File: config.mk
export PLATFORM = sky130hd
export DESIGN_NAME = can_tstamp_unit
export DESIGN_NICKNAME = d
export VERILOG_FILES = /design/src/rtl/tstamp_pkg.sv /design/src/rtl/tstamp_timer.sv /design/src/rtl/tstamp_capture.sv /design/src/rtl/tstamp_writer.sv /design/src/rtl/can_tstamp_unit.sv
export SDC_FILE = /design/constraint.sdc
export NUM_CORES = 1
export LEC_CHECK = 0
export ABC_AREA = 1
export BUFFER_PORTS_ARGS = -buffer_cell sky130_fd_sc_hd__buf_2
export CORE_MARGIN = 2
export CORE_UTILIZATION = 46
export DETAILED_ROUTE_END_ITERATION = 12
export PLACE_DENSITY = 0.71
export SLEW_MARGIN = 40
export SYNTH_ARGS = -nofsm -noshare
export SYNTH_HDL_FRONTEND = slang
export SYNTH_SLANG_ARGS = --single-unit
File: constraint.sdc
create_clock -name clk -period 3.6 [get_ports clk]
set_clock_uncertainty 0.15 [all_clocks]
set_input_delay 0.36 -clock clk [delete_from_list [all_inputs] [get_ports clk]]
set_output_delay 0.36 -clock clk [all_outputs]
set_load 0.02 [all_outputs]
File: src/rtl/tstamp_pkg.sv
package tstamp_pkg;
   // where a pending stamp write came from
   typedef enum logic [1:0] {
      SRC_NONE = 2'd0,
      SRC_RX   = 2'd1,
      SRC_TX   = 2'd2
   } ts_src_e;
endpackage

File: src/rtl/tstamp_timer.sv
module tstamp_timer #(
   parameter int TMR_W = 16
) (
   input  logic             clk,
   input  logic             rst_n,
   input  logic             tick_en,
   input  logic             freeze,
   input  logic             sync_clr,
   output logic [TMR_W-1:0] count
);
   localparam logic [TMR_W-1:0] ONE = TMR_W'(1);

   generate
      if (TMR_W < 2) begin : g_bad_w
         $error("tstamp_timer: TMR_W must be at least 2");
      end
   endgenerate

   always_ff @(posedge clk) begin
      if (!rst_n)
         count <= '0;
      else if (sync_clr)
         count <= '0;
      else if (tick_en && !freeze)
         count <= count + ONE;
   end

   AST_TMR_STEP: assert property (@(posedge clk) disable iff (!rst_n)
      (tick_en && !freeze && !sync_clr) |=> (count == $past(count) + ONE));
   AST_TMR_HOLD: assert property (@(posedge clk) disable iff (!rst_n)
      (freeze && !sync_clr) |=> $stable(count));
   AST_TMR_SYNC: assert property (@(posedge clk) disable iff (!rst_n)
      sync_clr |=> (count == '0));
endmodule

File: src/rtl/tstamp_capture.sv
module tstamp_capture
   import tstamp_pkg::*;
#(
   parameter int TMR_W = 16,
   parameter int IDX_W = 4
) (
   input  logic             clk,
   input  logic             rst_n,
   input  logic [TMR_W-1:0] timer,
   input  logic             id_start,
   input  logic             rx_store,
   input  logic [IDX_W-1:0] rx_buf,
   input  logic             tx_ok,
   input  logic             tx_fail,
   input  logic [IDX_W-1:0] tx_buf,
   output logic             req,
   output logic [IDX_W-1:0] req_idx,
   output logic [TMR_W-1:0] req_val
);
   logic [TMR_W-1:0] cap_q;
   logic             cap_vld;
   ts_src_e          src;

   // receive completion takes precedence; a transmit end in the same cycle is not expected
   always_comb begin
      if (rx_store)   src = SRC_RX;
      else if (tx_ok) src = SRC_TX;
      else            src = SRC_NONE;
   end

   assign req     = cap_vld && (src != SRC_NONE);
   assign req_idx = (src == SRC_RX) ? rx_buf : tx_buf;
   assign req_val = cap_q;

   always_ff @(posedge clk) begin
      if (!rst_n) begin
         cap_q   <= '0;
         cap_vld <= 1'b0;
      end else begin
         if (id_start) begin
            cap_q   <= timer;
            cap_vld <= 1'b1;
         end else if (req || tx_fail) begin
            cap_vld <= 1'b0;
         end
      end
   end

   AST_CAP_LOAD: assert property (@(posedge clk) disable iff (!rst_n)
      id_start |=> (cap_vld && cap_q == $past(timer)));
   AST_CAP_DROP: assert property (@(posedge clk) disable iff (!rst_n)
      (tx_fail && !id_start) |=> !cap_vld);
   AST_CAP_USED: assert property (@(posedge clk) disable iff (!rst_n)
      (req && !id_start) |=> !cap_vld);
endmodule

File: src/rtl/tstamp_writer.sv
module tstamp_writer #(
   parameter int TMR_W   = 16,
   parameter int IDX_W   = 4,
   parameter bit OUT_REG = 1'b1
) (
   input  logic             clk,
   input  logic             rst_n,
   input  logic             req,
   input  logic [IDX_W-1:0] req_idx,
   input  logic [TMR_W-1:0] req_val,
   output logic             wr,
   output logic [IDX_W-1:0] wr_idx,
   output logic [TMR_W-1:0] wr_val
);
   generate
      if (OUT_REG) begin : g_reg
         always_ff @(posedge clk) begin
            if (!rst_n) begin
               wr     <= 1'b0;
               wr_idx <= '0;
               wr_val <= '0;
            end else begin
               wr <= req;
               if (req) begin
                  wr_idx <= req_idx;
                  wr_val <= req_val;
               end
            end
         end

         AST_WR_ISSUE: assert property (@(posedge clk) disable iff (!rst_n)
            req |=> (wr && wr_idx == $past(req_idx) && wr_val == $past(req_val)));
         AST_WR_PULSE: assert property (@(posedge clk) disable iff (!rst_n)
            !req |=> !wr);
      end else begin : g_comb
         always_comb begin
            wr     = req;
            wr_idx = req_idx;
            wr_val = req_val;
         end
      end
   endgenerate
endmodule

File: src/rtl/can_tstamp_unit.sv
module can_tstamp_unit #(
   parameter int TMR_W    = 16,
   parameter int IDX_W    = 4,
   parameter int SYNC_BUF = 0,
   parameter bit OUT_REG  = 1'b1
) (
   input  logic             clk,
   input  logic             rst_n,
   input  logic             tick_en,
   input  logic             freeze,
   input  logic             sync_en,
   input  logic             id_start,
   input  logic             rx_store,
   input  logic [IDX_W-1:0] rx_buf,
   input  logic             tx_ok,
   input  logic             tx_fail,
   input  logic [IDX_W-1:0] tx_buf,
   output logic [TMR_W-1:0] timer_val,
   output logic             ts_wr,
   output logic [IDX_W-1:0] ts_idx,
   output logic [TMR_W-1:0] ts_val
);
   localparam int NBUF = 1 << IDX_W;
   localparam logic [IDX_W-1:0] SYNC_IDX = IDX_W'(SYNC_BUF);

   generate
      if (SYNC_BUF < 0 || SYNC_BUF >= NBUF) begin : g_bad_sync
         $error("can_tstamp_unit: SYNC_BUF outside the buffer range");
      end
   endgenerate

   logic             sync_clr;
   logic             req;
   logic [IDX_W-1:0] req_idx;
   logic [TMR_W-1:0] req_val;

   assign sync_clr = sync_en && rx_store && (rx_buf == SYNC_IDX);

   tstamp_timer #(.TMR_W(TMR_W)) u_timer (
      .clk      (clk),
      .rst_n    (rst_n),
      .tick_en  (tick_en),
      .freeze   (freeze),
      .sync_clr (sync_clr),
      .count    (timer_val)
   );

   tstamp_capture #(.TMR_W(TMR_W), .IDX_W(IDX_W)) u_cap (
      .clk      (clk),
      .rst_n    (rst_n),
      .timer    (timer_val),
      .id_start (id_start),
      .rx_store (rx_store),
      .rx_buf   (rx_buf),
      .tx_ok    (tx_ok),
      .tx_fail  (tx_fail),
      .tx_buf   (tx_buf),
      .req      (req),
      .req_idx  (req_idx),
      .req_val  (req_val)
   );

   tstamp_writer #(.TMR_W(TMR_W), .IDX_W(IDX_W), .OUT_REG(OUT_REG)) u_wr (
      .clk     (clk),
      .rst_n   (rst_n),
      .req     (req),
      .req_idx (req_idx),
      .req_val (req_val),
      .wr      (ts_wr),
      .wr_idx  (ts_idx),
      .wr_val  (ts_val)
   );

   AST_SYNC_PORT: assert property (@(posedge clk) disable iff (!rst_n)
      (sync_en && rx_store && rx_buf == SYNC_IDX) |=> (timer_val == '0));
   AST_FAIL_NOWR: assert property (@(posedge clk) disable iff (!rst_n)
      (OUT_REG && tx_fail && !rx_store && !tx_ok) |=> !ts_wr);
endmodule

* Yosys cells after proc, flatten, opt, wreduce, memory -nomap -nowiden
Index checks and enable logic that the tools add are counted.
** Word-level totals
- Register bits after elaboration :: 54
- Latch bits :: 0
- RAM bits :: 0
- Bits in read-only memories :: 0
- Input port bits :: 17
- Output and inout port bits :: 37
- Logic and storage cells :: 24
- Memories :: 0
** Operators by class
- $add $sub $neg :: 1
- Multiply operators :: 0
- Divide/modulo/power cells :: 0
- Magnitude comparators :: 0
- Equal/unequal tests :: 1
- Shifts and indexed selects :: 0
- Muxes and demuxes :: 5
- Bitwise operators :: 1
- Reduce and logical (&&, ||, !) cells :: 10
** Operators by type and width (count)
- 16-bit by 1-bit adder with 16-bit output, second input constant :: 1
- 1-bit logical AND :: 4
- 4-bit zero test :: 1
- 2-bit 2-to-1 mux :: 2
- 4-bit 2-to-1 mux :: 1
- 2-bit nonzero test :: 2
- 2-bit by 1-bit equality test with 1-bit output, second input constant :: 1
- 1-bit 2-to-1 mux :: 2
- 2-bit OR reduction :: 1
- 1-bit zero test :: 1
- 1-bit logical OR :: 1
- 1-bit inverter :: 1

* Logic depth before layout (Yosys ltp)
- Word-level depth :: 7
- Depth in mapped cells :: 8
- Depth with buffers taken out :: 8

* By module
A second synthesis with hierarchy kept.
** Second synthesis, totals
- Cell total of the unflattened synthesis :: 358
- Area, all modules :: 2447.3 um2
** Modules (own cells, without submodules)
- tstamp_writer :: instances 1, cells an instance 130, area an instance 920.9 um2
- tstamp_timer :: instances 1, cells an instance 134, area an instance 857.1 um2
- tstamp_capture :: instances 1, cells an instance 89, area an instance 648.1 um2
- can_tstamp_unit :: instances 1, cells an instance 5, area an instance 21.3 um2

* Worst setup path after synthesis
Ideal clock, no wire load.
- Path type :: reg-to-reg
- Start point :: register u_timer.count[1]
- End point :: register u_timer.count[8]
- Setup time :: 0.122 ns
- Arrival :: 1.267 ns
- Data required time :: 3.328 ns
- Path slack :: 2.061 ns
- Stages on the path, launching flop included :: 7
- Buffers on the path :: 0
- Path through :: dfxtp_1 -> ha_1 -> nand3_1 -> nor2_1 -> nand2_1 -> o21ai_0 -> a21oi_2
** Between the ends
- Word-level cells in the longest chain between the ends :: 1
** Ends and longest elaborated chain
- start, declared :: line tstamp_timer.sv:9 : output logic [TMR_W-1:0] count
- start signal, assigned :: line tstamp_timer.sv:25 : count <= count + ONE;
- 16-bit by 1-bit adder with 16-bit output :: line tstamp_timer.sv:25
Every way passes these cells.
A chain may end at the register's enable or synchronous reset.

* Worst setup path after layout
Ends and elaborated chain as after synthesis.

==> flow_metrics.py <==
metrics = {
    "power_and_ir_drop": {
        "clockPowerShare_pct": 32.3,
        "pwr-share-seq_pct": 57.4,
        "p_leak_nw": 1.12,
        "power_switching_mw": 0.289,
        "power_frac_comb_pct": 10.4,
        "vdd_drop_max_mv": 0.193,
        "power_switching_share_pct": 26.1,
        "p_int_mw": 0.820,
        "power.density_nw_per_um2": 419,
    },
    "sta": {
        "relSlewSlack_pct": 67.0,
        "tns_ps": 0,
        "period_needed_ps": 1680,
        "setup_viol": 0,
        "period_share_pct": 46.7,
        "finalHoldViolCount": 0,
        "worst_pin_slew_ps": 495,
        "rsz0062_at_grt": "false",
        "max_freq_mhz": 595,
        "finalMaxSlewViolations": 0,
    },
    "clocking": {
        "clock_latency_ps": 310,
        "cts_num_sinks": 54,
        "cts_resized": 0,
        "tritoncts": "yes",
        "cts-root-buf": "clkbuf_8",
        "clk_pin_slew_worst_paths_ps": 100,
        "cts_max_path_buffers": 2,
        "h-tree-depth": 2,
        "cts_buffers": 5,
        "cts_hold_buf": 0,
        "postCtsSetupBuffers": 0,
    },
    "global_route": {
        "grt_use_total_pct": 18.5,
        "grt_pass1_vias": 1844,
        "antenna_found_initial": 0,
        "grt_pass1_wl_um": 7990,
        "grt_max_degree": 39,
        "grt-ovfl-total": 0,
    },
    "setup_path": {
        "slowest_stage": "dfxtp_1",
        "crit_path_end_kind": "register",
        "arrival_ps": 1730,
        "cpLargestDelayFamily": "flip-flops",
        "crit_path_start_kind": "register",
        "worstSetupStartpoint": "u_timer.count[1]",
        "r2r_cells": 6,
        "path_cells": "ha_1 > nand3_1 > nor2_1 > nand2_1 > o21ai_0 > a21oi_2",
        "cp.required_ps": 3650,
        "cp_max_fo": 6,
        "critPathMaxStageDelay_ps": 460,
        "critPathBufInv": 0,
        "r2r_start": "u_timer.count[1]",
        "reg2reg_slack_ps": 1920,
        "reg2reg_to": "u_timer.count[8]",
        "criticalPathCategory": "reg -> reg",
    },
    "placed_design": {
        "place_area_um2": 2550,
        "portBuffers": 53,
        "place_congestion": 0.771,
        "hpwl_um": 3460,
    },
    "routing": {
        "drt_wl_total_um": 4670,
        "ant_nets": 0,
        "vias": 1990,
        "routedWlPerCell_um": 11.4,
        "drc": 0,
        "drt_pass1_iterations": 4,
        "drt_iter0_drc": 103,
        "vias_per_cell": 4.84,
    },
    "hold_path": {
        "hold-path-endpoint": "u_wr.wr_idx[0]",
        "hp-class": "in -> reg",
        "min_path_cells": 3,
        "hp-start": "tx_buf[0]",
    },
    "floorplanning": {
        "die_area_um2": 5510,
        "rows": 25,
        "top_level_ports": 54,
        "die_h_um": 74.3,
        "initial_core_util_pct": 47.8,
        "coreArea_um2": 4750,
        "fp.dieW_um": 74.3,
    },
    "layout": {
        "utilization_pct": 55.7,
        "fin_nets": 361,
        "final_cell_mix": "54 x nor2_1, 54 x dfxtp_1, 53 x buf_2",
        "post_route_cells_drive_above_1_share_pct": 25.9,
        "areaGrowthSynthToFinish_pct": 16.5,
        "num_antenna_cells": 0,
        "postLayoutCellArea_um2": 2650,
    },
    "synth": {
        "synth.top_cell.area_share_pct": 47.6,
        "yosys_warnings": 0,
        "synth_area_leaders": "dfxtp_1 48%, nor2_1 8.9%, o21ai_0 8.2%",
        "synth_area_um2": 2270,
        "seq_area_frac_synth_pct": 47.6,
        "avgSynthCellArea_um2": 7.72,
        "synthCells": 294,
        "synth.ff_latch_count": 54,
        "syn_nets": 312,
        "yosysUniqueCellTypes": 28,
        "synth_top_cell_by_area": "dfxtp_1",
    },
    "job": {
        "max_cap_violations": 0,
    },
    "status": {
        "status": "complete, no violations",
    },
}
## per-stage QoR
| stage | instances | hold WS, ps | total power, mW | setup slack (ps) |
|---|---|---|---|---|
| 2_1_floorplan | 294 | 307 | 0.732 | 2060 |
| 3_3_place_gp | 403 | 310 | 0.764 | 1980 |
| 3_5_place_dp | 403 | 316 | 0.766 | 1910 |
| 4_1_cts | 411 | 157 | 1.12 | 2000 |
| 5_1_grt | 411 | 164 | 1.16 | 1860 |
| 6_report | 411 | 161 | 1.11 | 1920 |
## per-layer routing
layer,share of wire (%),vias up,routed length [um],global-route usage [%]
li1,-,1052,-,-
met1,51,886,2400,25.0
met2,43,48,2000,29.3
met3,4.7,4,219,5.01
met4,1.0,0,49,5.56
met5,0,-,0,0
## cells by family (layout without fill, tap and decap cells)
logic type,after synthesis,in the layout,share of synthesized area [%]
simple gates,130,130,26.1
buf+inv,39,89,7.88
flops,54,54,47.6
xor+xnor,1,1,0.386
compound gates,69,69,17.5
fa+ha+maj,1,1,0.551
## power by group through the flow
stage                     clock [mW]  combinational (mW)  sequential, mW
after CTS                      0.367               0.116           0.636
after global routing           0.387               0.130           0.639
after detailed placement           0               0.116           0.650
after floorplan                    0              0.0638           0.668
final                          0.358               0.115           0.636
after global placement             0               0.114           0.650
## layout make-up
class / count / area [um^2]
inverters: 28 / 105
flip-flops and latches: 54 / 1080
repair buffers: 53 / 265
well taps: 67 / 83.8
clock inverters: 2 / 17.5
multi-input cells: 201 / 1010
clock buffers: 6 / 82.6
fillers: 468 / 2110
## flip-flops by register name, summed over array words and instances (netlist names)
signal         flops
u_timer.count     16
u_cap.req_val     16
u_wr.wr_val       16
u_wr.wr            1
u_wr.wr_idx        4
u_cap.cap_vld      1
## Yosys cell counts (all sizes together)
library cell	n
a21oi	25
a31oi	3
buf	7
clkbuf	4
dfxtp	54
ha	1
inv	28
nand2	47
nand3	11
nand4	7
nor2	62
nor3	3
o21a	1
o21ai	40
xor2	1
## worst max-delay path by stage
stage                             to  cells after the start  slack [ps]
finish              u_timer.count[8]                      6        1920
global placement       u_cap.cap_vld                      6        1980
detailed placement    u_wr.wr_idx[0]                      5        1910
floorplan           u_timer.count[8]                      6        2060
global route        u_timer.count[8]                      6        1860
CTS                 u_timer.count[8]                      6        2000
## worst reg2reg max path, stage by stage, from the launching register on
cell and delay [ps]:
dfxtp_1 460, ha_1 250, nand3_1 90, nor2_1 160, nand2_1 100, o21ai_0 270
a21oi_2 90
No activity file was read; power rests on OpenSTA's default activity.
